### config.mk
export PLATFORM = sky130hd
export DESIGN_NAME = adc_pwr_ctrl
export DESIGN_NICKNAME = d
export VERILOG_FILES = /design/src/rtl/adc_pwr_ctrl.sv
export SDC_FILE = /design/constraint.sdc
export NUM_CORES = 1
export LEC_CHECK = 0
export BUFFER_PORTS_ARGS = -buffer_cell sky130_fd_sc_hd__clkbuf_2
export CORE_MARGIN = 3
export CORE_UTILIZATION = 40
export DETAILED_ROUTE_END_ITERATION = 8
export PLACE_DENSITY = 0.56
export SLEW_MARGIN = 15
export SYNTH_ARGS = -nofsm -noshare
export SYNTH_HDL_FRONTEND = slang
export SYNTH_SLANG_ARGS = --single-unit
### constraint.sdc
create_clock -name clk -period 2.8 [get_ports clk]
set_input_delay 0.56 -clock clk [delete_from_list [all_inputs] [get_ports clk]]
set_output_delay 0.56 -clock clk [all_outputs]
set_load 0.1 [all_outputs]
### src/rtl/adc_pwr_ctrl.sv
module adc_pwr_ctrl #(
  parameter int PU_PART_CYC = 100,
  parameter int PU_FULL_CYC = 2000,
  parameter int ECNT_W      = 4
) (
  input  logic       clk,
  input  logic       rst_n,
  input  logic       cs_n,
  input  logic       sclk,
  output logic [1:0] pstate,
  output logic       ready,
  output logic       data_valid
);

  localparam int PU_MAX = (PU_FULL_CYC > PU_PART_CYC) ? PU_FULL_CYC : PU_PART_CYC;
  localparam int TW = $clog2(PU_MAX + 1);
  localparam logic [TW-1:0] LIM_P = TW'(PU_PART_CYC);
  localparam logic [TW-1:0] LIM_F = TW'(PU_FULL_CYC);
  localparam logic [ECNT_W-1:0] EMAX = '1;
  localparam logic [ECNT_W-1:0] E2 = ECNT_W'(2);
  localparam logic [ECNT_W-1:0] E10 = ECNT_W'(10);

  localparam logic [1:0] ST_NORM = 2'b00;
  localparam logic [1:0] ST_PART = 2'b01;
  localparam logic [1:0] ST_FULL = 2'b10;
  localparam logic [1:0] ST_WAKE = 2'b11;

  logic [1:0] cs_s, sc_s;
  logic       cs_d, sc_d;
  logic [ECNT_W-1:0] ecnt;
  logic [TW-1:0] timer;
  logic [1:0] st;
  logic from_full, armed, dv;

  wire cs_q    = cs_s[1];
  wire cs_fall = cs_d & ~cs_q;
  wire cs_rise = ~cs_d & cs_q;
  wire sc_fall = sc_d & ~sc_s[1] & ~cs_q;
  wire in_win  = (ecnt >= E2) && (ecnt < E10);
  wire past10  = (ecnt >= E10);
  wire [TW-1:0] limit = from_full ? LIM_F : LIM_P;
  wire tdone   = (timer >= limit);

  assign pstate     = st;
  assign ready      = (st == ST_NORM);
  assign data_valid = dv;

  always_ff @(posedge clk or negedge rst_n) begin
    if (!rst_n) begin
      cs_s <= 2'b11;
      sc_s <= 2'b11;
      cs_d <= 1'b1;
      sc_d <= 1'b1;
    end else begin
      cs_s <= {cs_s[0], cs_n};
      sc_s <= {sc_s[0], sclk};
      cs_d <= cs_s[1];
      sc_d <= sc_s[1];
    end
  end

  always_ff @(posedge clk or negedge rst_n) begin
    if (!rst_n)
      ecnt <= '0;
    else if (cs_fall)
      ecnt <= '0;
    else if (sc_fall && ecnt != EMAX)
      ecnt <= ecnt + 1'b1;
  end

  always_ff @(posedge clk or negedge rst_n) begin
    if (!rst_n) begin
      st        <= ST_NORM;
      from_full <= 1'b0;
      armed     <= 1'b0;
      timer     <= '0;
      dv        <= 1'b0;
    end else begin
      case (st)
        ST_NORM: begin
          if (cs_fall) dv <= 1'b1;
          if (cs_rise && in_win) st <= ST_PART;
        end
        ST_PART, ST_FULL: begin
          if (cs_fall) begin
            st        <= ST_WAKE;
            from_full <= (st == ST_FULL);
            armed     <= 1'b0;
            timer     <= '0;
            dv        <= 1'b0;
          end
        end
        default: begin
          if (!tdone) timer <= timer + 1'b1;
          if (cs_fall) dv <= 1'b0;
          if (past10) armed <= 1'b1;
          if ((armed || past10) && tdone)
            st <= ST_NORM;
          else if (cs_rise && !armed && !past10)
            st <= (from_full || in_win) ? ST_FULL : ST_PART;
        end
      endcase
    end
  end

  p_norm_exit_r2: assert property (@(posedge clk) disable iff (!rst_n)
    (st == ST_NORM) |=> (st == ST_NORM || st == ST_PART));

  p_part_exit_r5: assert property (@(posedge clk) disable iff (!rst_n)
    (st == ST_PART) |=> (st != ST_NORM));

  p_full_stay_r6: assert property (@(posedge clk) disable iff (!rst_n)
    (st == ST_FULL) |=> (st == ST_FULL || st == ST_WAKE));

  p_wake_timer_r7: assert property (@(posedge clk) disable iff (!rst_n)
    (st == ST_WAKE && !tdone) |=> (st != ST_NORM));

  p_ready_rise_r8: assert property (@(posedge clk) disable iff (!rst_n)
    $rose(ready) |-> ($past(st) == ST_WAKE));

  p_dv_rise_r9: assert property (@(posedge clk) disable iff (!rst_n)
    $rose(data_valid) |-> ($past(st) == ST_NORM && $past(cs_fall)));

endmodule

==> flow_summary.json, run 1 <==
{
  "crit_fanout": 15,
  "required_ns": 3.00,
  "setup_viol": 0,
  "whs_ns": 0.293,
  "grt_pass1_vias": 1161,
  "status": "complete, no violations",
  "final_nets": 191,
  "path_clk_slew_ns": 0.09,
  "num_antenna_cells": 0,
  "grt_use_total_pct": 15.7,
  "min_period_ns": 2.29,
  "h-tree-depth": 1,
  "post-route-period-util_pct": 81.6,
  "crit_path_end_kind": "flip-flop",
  "clk_latency_ns": 0.28,
  "yosys_warnings": 0,
  "drt_first_iter_violations": 78,
  "area_growth_syn_to_layout_pct": 8.94,
  "io_buffers": 7,
  "crit_type": "flip-flop to flip-flop",
  "vias_per_cell": 5.68,
  "yosysSeqAreaShare_pct": 41.6,
  "wl_per_cell_microns": 14.8,
  "final_common_cell": "dfrtp_1",
  "num-fill-cells": 379,
  "skew_ns": 0.00555,
  "drt-total-wl_microns": 3260,
  "dp_hpwl_microns": 2500,
  "num_vias": 1250,
  "synth-seq-cells": 26,
  "final_cell_mix": "18 x dfrtp_1, 15 x nor2_1, 15 x nand2_1, 15 x a21oi_1, 13 x ha_1",
  "drt_pre_antenna_iters": 4,
  "synth_edf_count": 0,
  "antenna_found_initial": 0,
  "synth_flop_cell": "dfrtp_1",
  "grt_pass1_wl_microns": 5440,
  "setup_tns_ns": 0,
  "start_util_pct": 42.2,
  "power_density_nw_per_um2": 886,
  "cts_buffer_depth": 2,
  "synthArstFlopShare_pct": 100,
  "syn_inst": 165,
  "syn_area_sq_um": 1580,
  "die_w_microns": 68.9,
  "die_height_microns": 68.9,
  "start_kind": "flip-flop",
  "timing.fmax_ghz": 0.437,
  "postCtsSetupBuffers": 0,
  "clock-root-buffer": "clkbuf_8",
  "finalPower_w": 0.00153,
  "grt_max_degree": 27,
  "cts_resized": 0,
  "post_route_cells_drive_above_1_share_pct": 14.5,
  "gp_congestion": 0.859,
  "cts_tree": "done",
  "syn-num-nets": 183,
  "final-max-slew-violation-count": 0,
  "drc": 0,
  "avgSynthCellArea_sq_um": 9.58,
  "max_slew.worst_pin.slew_ns": 0.657,
  "rsz0062_at_grt": "false",
  "peakVddDrop_mv": 0.594,
  "core_region_area_sq_um": 3740,
  "io-pin-count": 8,
  "cts_buffers": 3,
  "ant_nets": 0,
  "grt-ovfl-total": 0,
  "leakage_nw": 0.774,
  "holdBufCountCts": 0,
  "fin_util_pct": 46.0,
  "synth_cell_types": 40,
  "maxCapViolCount": 0,
  "die_area_sq_um": 4740,
  "rows": 22,
  "hold_viol": 0,
  "slew_headroom_pct": 56.2,
  "cts_sinks": 26,
  "cp_data_arrival_time_ns": 2.49,
  "hp-class": "input port to asynchronous set/reset pin"
}
worst paths after layout:
check | start | slack (ns) | cells past startpoint | to
worst min register to register | cs_s[0] | 0.36 | 0 | cs_s[1]
worst max register to register | from_full | 0.51 | 7 | timer[4]
min in group clk | cs_n | 0.35 | 1 | cs_s[0]
worst min-delay path | rst_n | 0.29 | 1 | timer[5]
max in group asynchronous | rst_n | 2.04 | 1 | pstate[0]
worst max-delay path | from_full | 0.51 | 7 | timer[4]
report_power, final:
part	switching, W	total (W)	leakage, nW	internal (W)
Sequential	0.0000613	0.000505	0.326	0.000444
Clock	0.000123	0.000314	0.0357	0.000192
Combinational	0.000464	0.000707	0.412	0.000243
flip-flops by register name, summed over array words and instances, names as in the netlist:
| name | flops |
|---|---|
| ecnt | 4 |
| timer | 11 |
| data_valid | 1 |
| cs_d | 1 |
| armed | 1 |
| sc_d | 1 |
| from_full | 1 |
| pstate | 2 |
| cs_s | 2 |
| sc_s | 2 |
kinds of logic (layout without fill, tap and decap cells):
group                      count (synthesis)  in the layout  synth area share [%]
AOI/OAI and AO/OA                         42             42                  17.9
adders and majority gates                 14             14                  11.1
and+or+nand+nor                           60             60                  20.4
muxes                                      4              4                  2.61
buffers and inverters                     16             23                  4.75
xor gates and xnor gates                   3              3                  1.66
DFF                                       26             26                  41.6
layout make-up:
type | instances | area, sq um | share of cell area (%)
multi-input cells | 123 | 851 | 49.4
flip-flops and latches | 26 | 661 | 38.3
well taps | 48 | 60.1 | 3.49
inverters | 12 | 45.0 | 2.61
clock buffers | 3 | 41.3 | 2.40
repair buffers | 7 | 35.0 | 2.03
clock inverters | 1 | 30.0 | 1.74
metrics by stage:
| step | worst slack [ns] | cell area (sq um) | std cells |
|---|---|---|---|
| after floorplan | 0.223 | 1590 | 165 |
| after global placement | 0.651 | 1650 | 216 |
| after detailed placement | 0.526 | 1650 | 216 |
| after CTS | 0.505 | 1720 | 220 |
| after global routing | 0.332 | 1720 | 220 |
| final | 0.514 | 1720 | 220 |
per-layer routing:
layer  vias to the layer above  routed length (microns)  GRT usage (%)  part of all wire, %
met5                         -                        0              0                    0
met4                         0                       51           5.84                  1.6
met3                         5                      111           2.43                  3.4
met2                        24                     1690           27.3                   52
met1                       614                     1410           19.5                   43
li1                        607                        -              -                    -
synthesized netlist by cell type, drive strengths merged, types with 2 or more instances:
library cell | count | area, sq um
a211oi | 3 | 22.5
o22a | 2 | 17.5
o21a | 3 | 22.5
or4 | 7 | 52.6
clkbuf | 2 | 11.3
a22oi | 2 | 20.0
inv | 12 | 45.0
xor2 | 2 | 17.5
a21oi | 15 | 75.1
nand4 | 2 | 12.5
nand3 | 5 | 25.0
and3 | 2 | 12.5
nand2 | 15 | 56.3
ha | 14 | 175
o21ai | 5 | 25.0
dfstp | 6 | 158
o31ai | 6 | 45.0
buf | 2 | 18.8
mux2i | 3 | 30.0
o22ai | 3 | 18.8
nand2b | 4 | 25.0
dfrtp | 20 | 500
nor2b | 2 | 12.5
nor2 | 15 | 56.3
critical path, cell delays in order (launching register included):
cell	delay [ns]
dfrtp_1	0.42
inv_1	0.18
ha_1	0.28
a21oi_1	0.15
o21ai_0	0.16
a22o_4	0.35
or4_1	0.51
a21oi_1	0.16
Power figures use the tool's default switching activity.
==> run 2: changes to the inputs <==
--- a/config.mk
+++ b/config.mk
@@ -5,11 +5,12 @@
 export SDC_FILE = /design/constraint.sdc
 export NUM_CORES = 1
 export LEC_CHECK = 0
+export ABC_AREA = 1
 export BUFFER_PORTS_ARGS = -buffer_cell sky130_fd_sc_hd__clkbuf_2
 export CORE_MARGIN = 3
 export CORE_UTILIZATION = 40
 export DETAILED_ROUTE_END_ITERATION = 8
-export PLACE_DENSITY = 0.56
+export PLACE_DENSITY = 0.58
 export SLEW_MARGIN = 15
 export SYNTH_ARGS = -nofsm -noshare
 export SYNTH_HDL_FRONTEND = slang
==> constraint.sdc (replaced) <==
create_clock -name clk -period 1.9 [get_ports clk]
set_input_delay 0.38 -clock clk [delete_from_list [all_inputs] [get_ports clk]]
set_output_delay 0.38 -clock clk [all_outputs]
set_load 0.1 [all_outputs]
==> flow_summary.json, run 2 <==
{
  "h-tree-depth": 1,
  "grt_max_degree": 16,
  "final_common_cell": "nand2_1",
  "grt_pass1_vias": 1233,
  "postCtsSetupBuffers": 0,
  "num_vias": 1241,
  "cts_buffer_depth": 2,
  "post-route-period-util_pct": 89.7,
  "grt_use_total_pct": 15.4,
  "leakage_nw": 0.921,
  "antenna_found_initial": 0,
  "whs_path_depth": 1,
  "slowest_stage": "dfrtp_1",
  "num_antenna_cells": 0,
  "syn_inst": 204,
  "crit_type": "flip-flop to flip-flop",
  "post_route_cells_drive_above_1_share_pct": 16.4,
  "skew_ns": 0.00354,
  "synth_edf_count": 0,
  "setup_viol": 0,
  "cts_tree": "done",
  "grt_pass1_wl_microns": 5400,
  "critical_path.max_stage_delay_ns": 0.39,
  "grt-ovfl-total": 0,
  "path_clk_slew_ns": 0.10,
  "drt_pre_antenna_iters": 4,
  "peakVddDrop_mv": 1.60,
  "ys_top_cells_by_count": "68 x nand2_1, 24 x inv_1, 24 x nor2_1, 20 x dfrtp_1, 14 x ha_1",
  "start_util_pct": 42.2,
  "final_cell_mix": "68 x nand2_1, 24 x nor2_1, 23 x inv_1",
  "slew_headroom_pct": 64.2,
  "worst-path-buf-inv": 2,
  "io-pin-count": 8,
  "timing.fmax_ghz": 0.587,
  "rsz0062_at_grt": "false",
  "power_density_nw_per_um2": 1410,
  "synth-seq-cells": 26,
  "yosysTopAreaCell": "dfrtp_1",
  "largest_reg_flops": 11,
  "io_buffers": 7,
  "r2r_start": "from_full",
  "dp_hpwl_microns": 2360,
  "synth_top_area_share_pct": 31.7,
  "cts_buffers": 3,
  "avgSynthCellArea_sq_um": 7.74,
  "die_w_microns": 68.8,
  "hold_viol": 0,
  "status": "complete, no violations",
  "crit_fanout": 14,
  "hp-class": "input port to flip-flop",
  "yosysSeqAreaShare_pct": 41.7,
  "drt_first_iter_violations": 96,
  "synth_flop_cell": "dfrtp_1",
  "worstHoldEndpoint": "sc_s[0]",
  "top_register": "timer",
  "synth_cell_types": 27,
  "cp_data_arrival_time_ns": 1.88,
  "rows": 22,
  "maxCapViolCount": 0,
  "clk_latency_ns": 0.27,
  "die_area_sq_um": 4740,
  "placed_area_sq_um": 1730,
  "crit_path_end_kind": "flip-flop",
  "setup_tns_ns": 0,
  "num-fill-cells": 398,
  "synthTopCellsByArea": "dfrtp_1 32%, nand2_1 16%, ha_1 11%",
  "start_kind": "flip-flop",
  "min_period_ns": 1.70,
  "die_height_microns": 68.8,
  "cp_common_cell": "nand2_1",
  "area_growth_syn_to_layout_pct": 15.0,
  "final_area_sq_um": 1820,
  "vias_per_cell": 4.65,
  "wl_per_cell_microns": 11.0,
  "final-max-slew-violation-count": 0,
  "reg2reg_slack_ns": 0.20,
  "synthArstFlopShare_pct": 100,
  "clock-root-buffer": "clkbuf_8",
  "yosys_warnings": 0,
  "cp_top_family": "simple AND/OR/NAND/NOR gates",
  "drc": 0,
  "hold_start": "sclk",
  "reg2reg_to": "timer[9]",
  "top_regs": "timer (11), ecnt (4)",
  "cts_sinks": 26,
  "final_nets": 238,
  "ant_nets": 0,
  "reg2reg_depth": 11,
  "fin_util_pct": 48.5,
  "path_cells": "inv_2 -> ha_1 -> nand2_1 -> nor2_1 -> nand3_1 -> nand3_2 -> nand2_2 -> nand2_4 -> inv_4 -> nand2_1 -> nand2_1",
  "drt-total-wl_microns": 2930,
  "max_slew.worst_pin.slew_ns": 0.539,
  "syn-num-nets": 222,
  "syn_area_sq_um": 1580,
  "core_region_area_sq_um": 3740,
  "yosysMostFrequentCell": "nand2_1",
  "gp_congestion": 0.782,
  "required_ns": 2.07
}
[run 2: metal layers]
metal,vias up,track usage [%],share of wire [%]
met2,15,26.2,46
met3,5,2.43,2.3
met5,-,0,0
met4,0,5.84,1.5
met1,554,19.5,50
li1,667,-,-
[run 2: cells by family after synthesis]
kind of cell	share of synthesized area [%]
adder cells (fa/ha/maj)	11.1
buffers and inverters	7.61
AO/OA/AOI/OAI	7.69
XOR/XNOR	4.99
AND/OR/NAND/NOR	26.9
flip-flops	41.7
[run 2: worst max path at each step]
stage	start	to	slack, ns	cells past startpoint
6_report	from_full	timer[9]	0.20	11
4_1_cts	from_full	timer[3]	0.09	13
3_3_place_gp	from_full	timer[3]	0.16	13
3_5_place_dp	from_full	timer[3]	0.12	13
2_1_floorplan	pstate[0]	timer[0]	0.04	10
5_1_grt	from_full	timer[8]	0.02	13
[run 2: metrics by stage]
| stage | cells | hold WS, ns | total power, W | worst slack [ns] |
|---|---|---|---|---|
| detailed placement | 262 | 0.289 | 0.00210 | 0.117 |
| floorplan | 204 | 0.0844 | 0.00186 | 0.0395 |
| finish | 267 | 0.175 | 0.00255 | 0.196 |
| CTS | 267 | 0.165 | 0.00258 | 0.0945 |
| global route | 267 | 0.159 | 0.00279 | 0.0209 |
| global placement | 262 | 0.288 | 0.00209 | 0.162 |
[run 2: cell type report]
type / count / area, sq um / share of cell area [%]
Clock buffer: 3 / 41.3 / 2.27
Clock inverter: 1 / 30.0 / 1.65
Inverter: 27 / 104 / 5.72
Multi-Input combinational cell: 149 / 817 / 45.0
Sequential cell: 26 / 666 / 36.7
Tap cell: 48 / 60.1 / 3.31
Timing Repair Buffer: 13 / 97.6 / 5.38
[run 2: worst reg2reg max path, delay by kind of cell, from the launching register on]
family                   cells  cell delay (ns)
adder cells (fa/ha/maj)      1             0.30
flip-flops                   1             0.39
AND/OR/NAND/NOR              8             0.76
buffers and inverters        2             0.16
[run 2: what timing repair did]
item | in CTS | in global routing
endpoints found under the hold margin | 10 | 0
setup endpoints to repair | 0 | 8
resized for setup | 0 | 2
hold buffers | 1 | 0
[run 2: report_power, final]
| part | total [W] | internal [W] | switching, W |
|---|---|---|---|
| Clock | 0.000468 | 0.000282 | 0.000186 |
| Sequential | 0.000743 | 0.000660 | 0.0000839 |
| Combinational | 0.00134 | 0.000396 | 0.000947 |
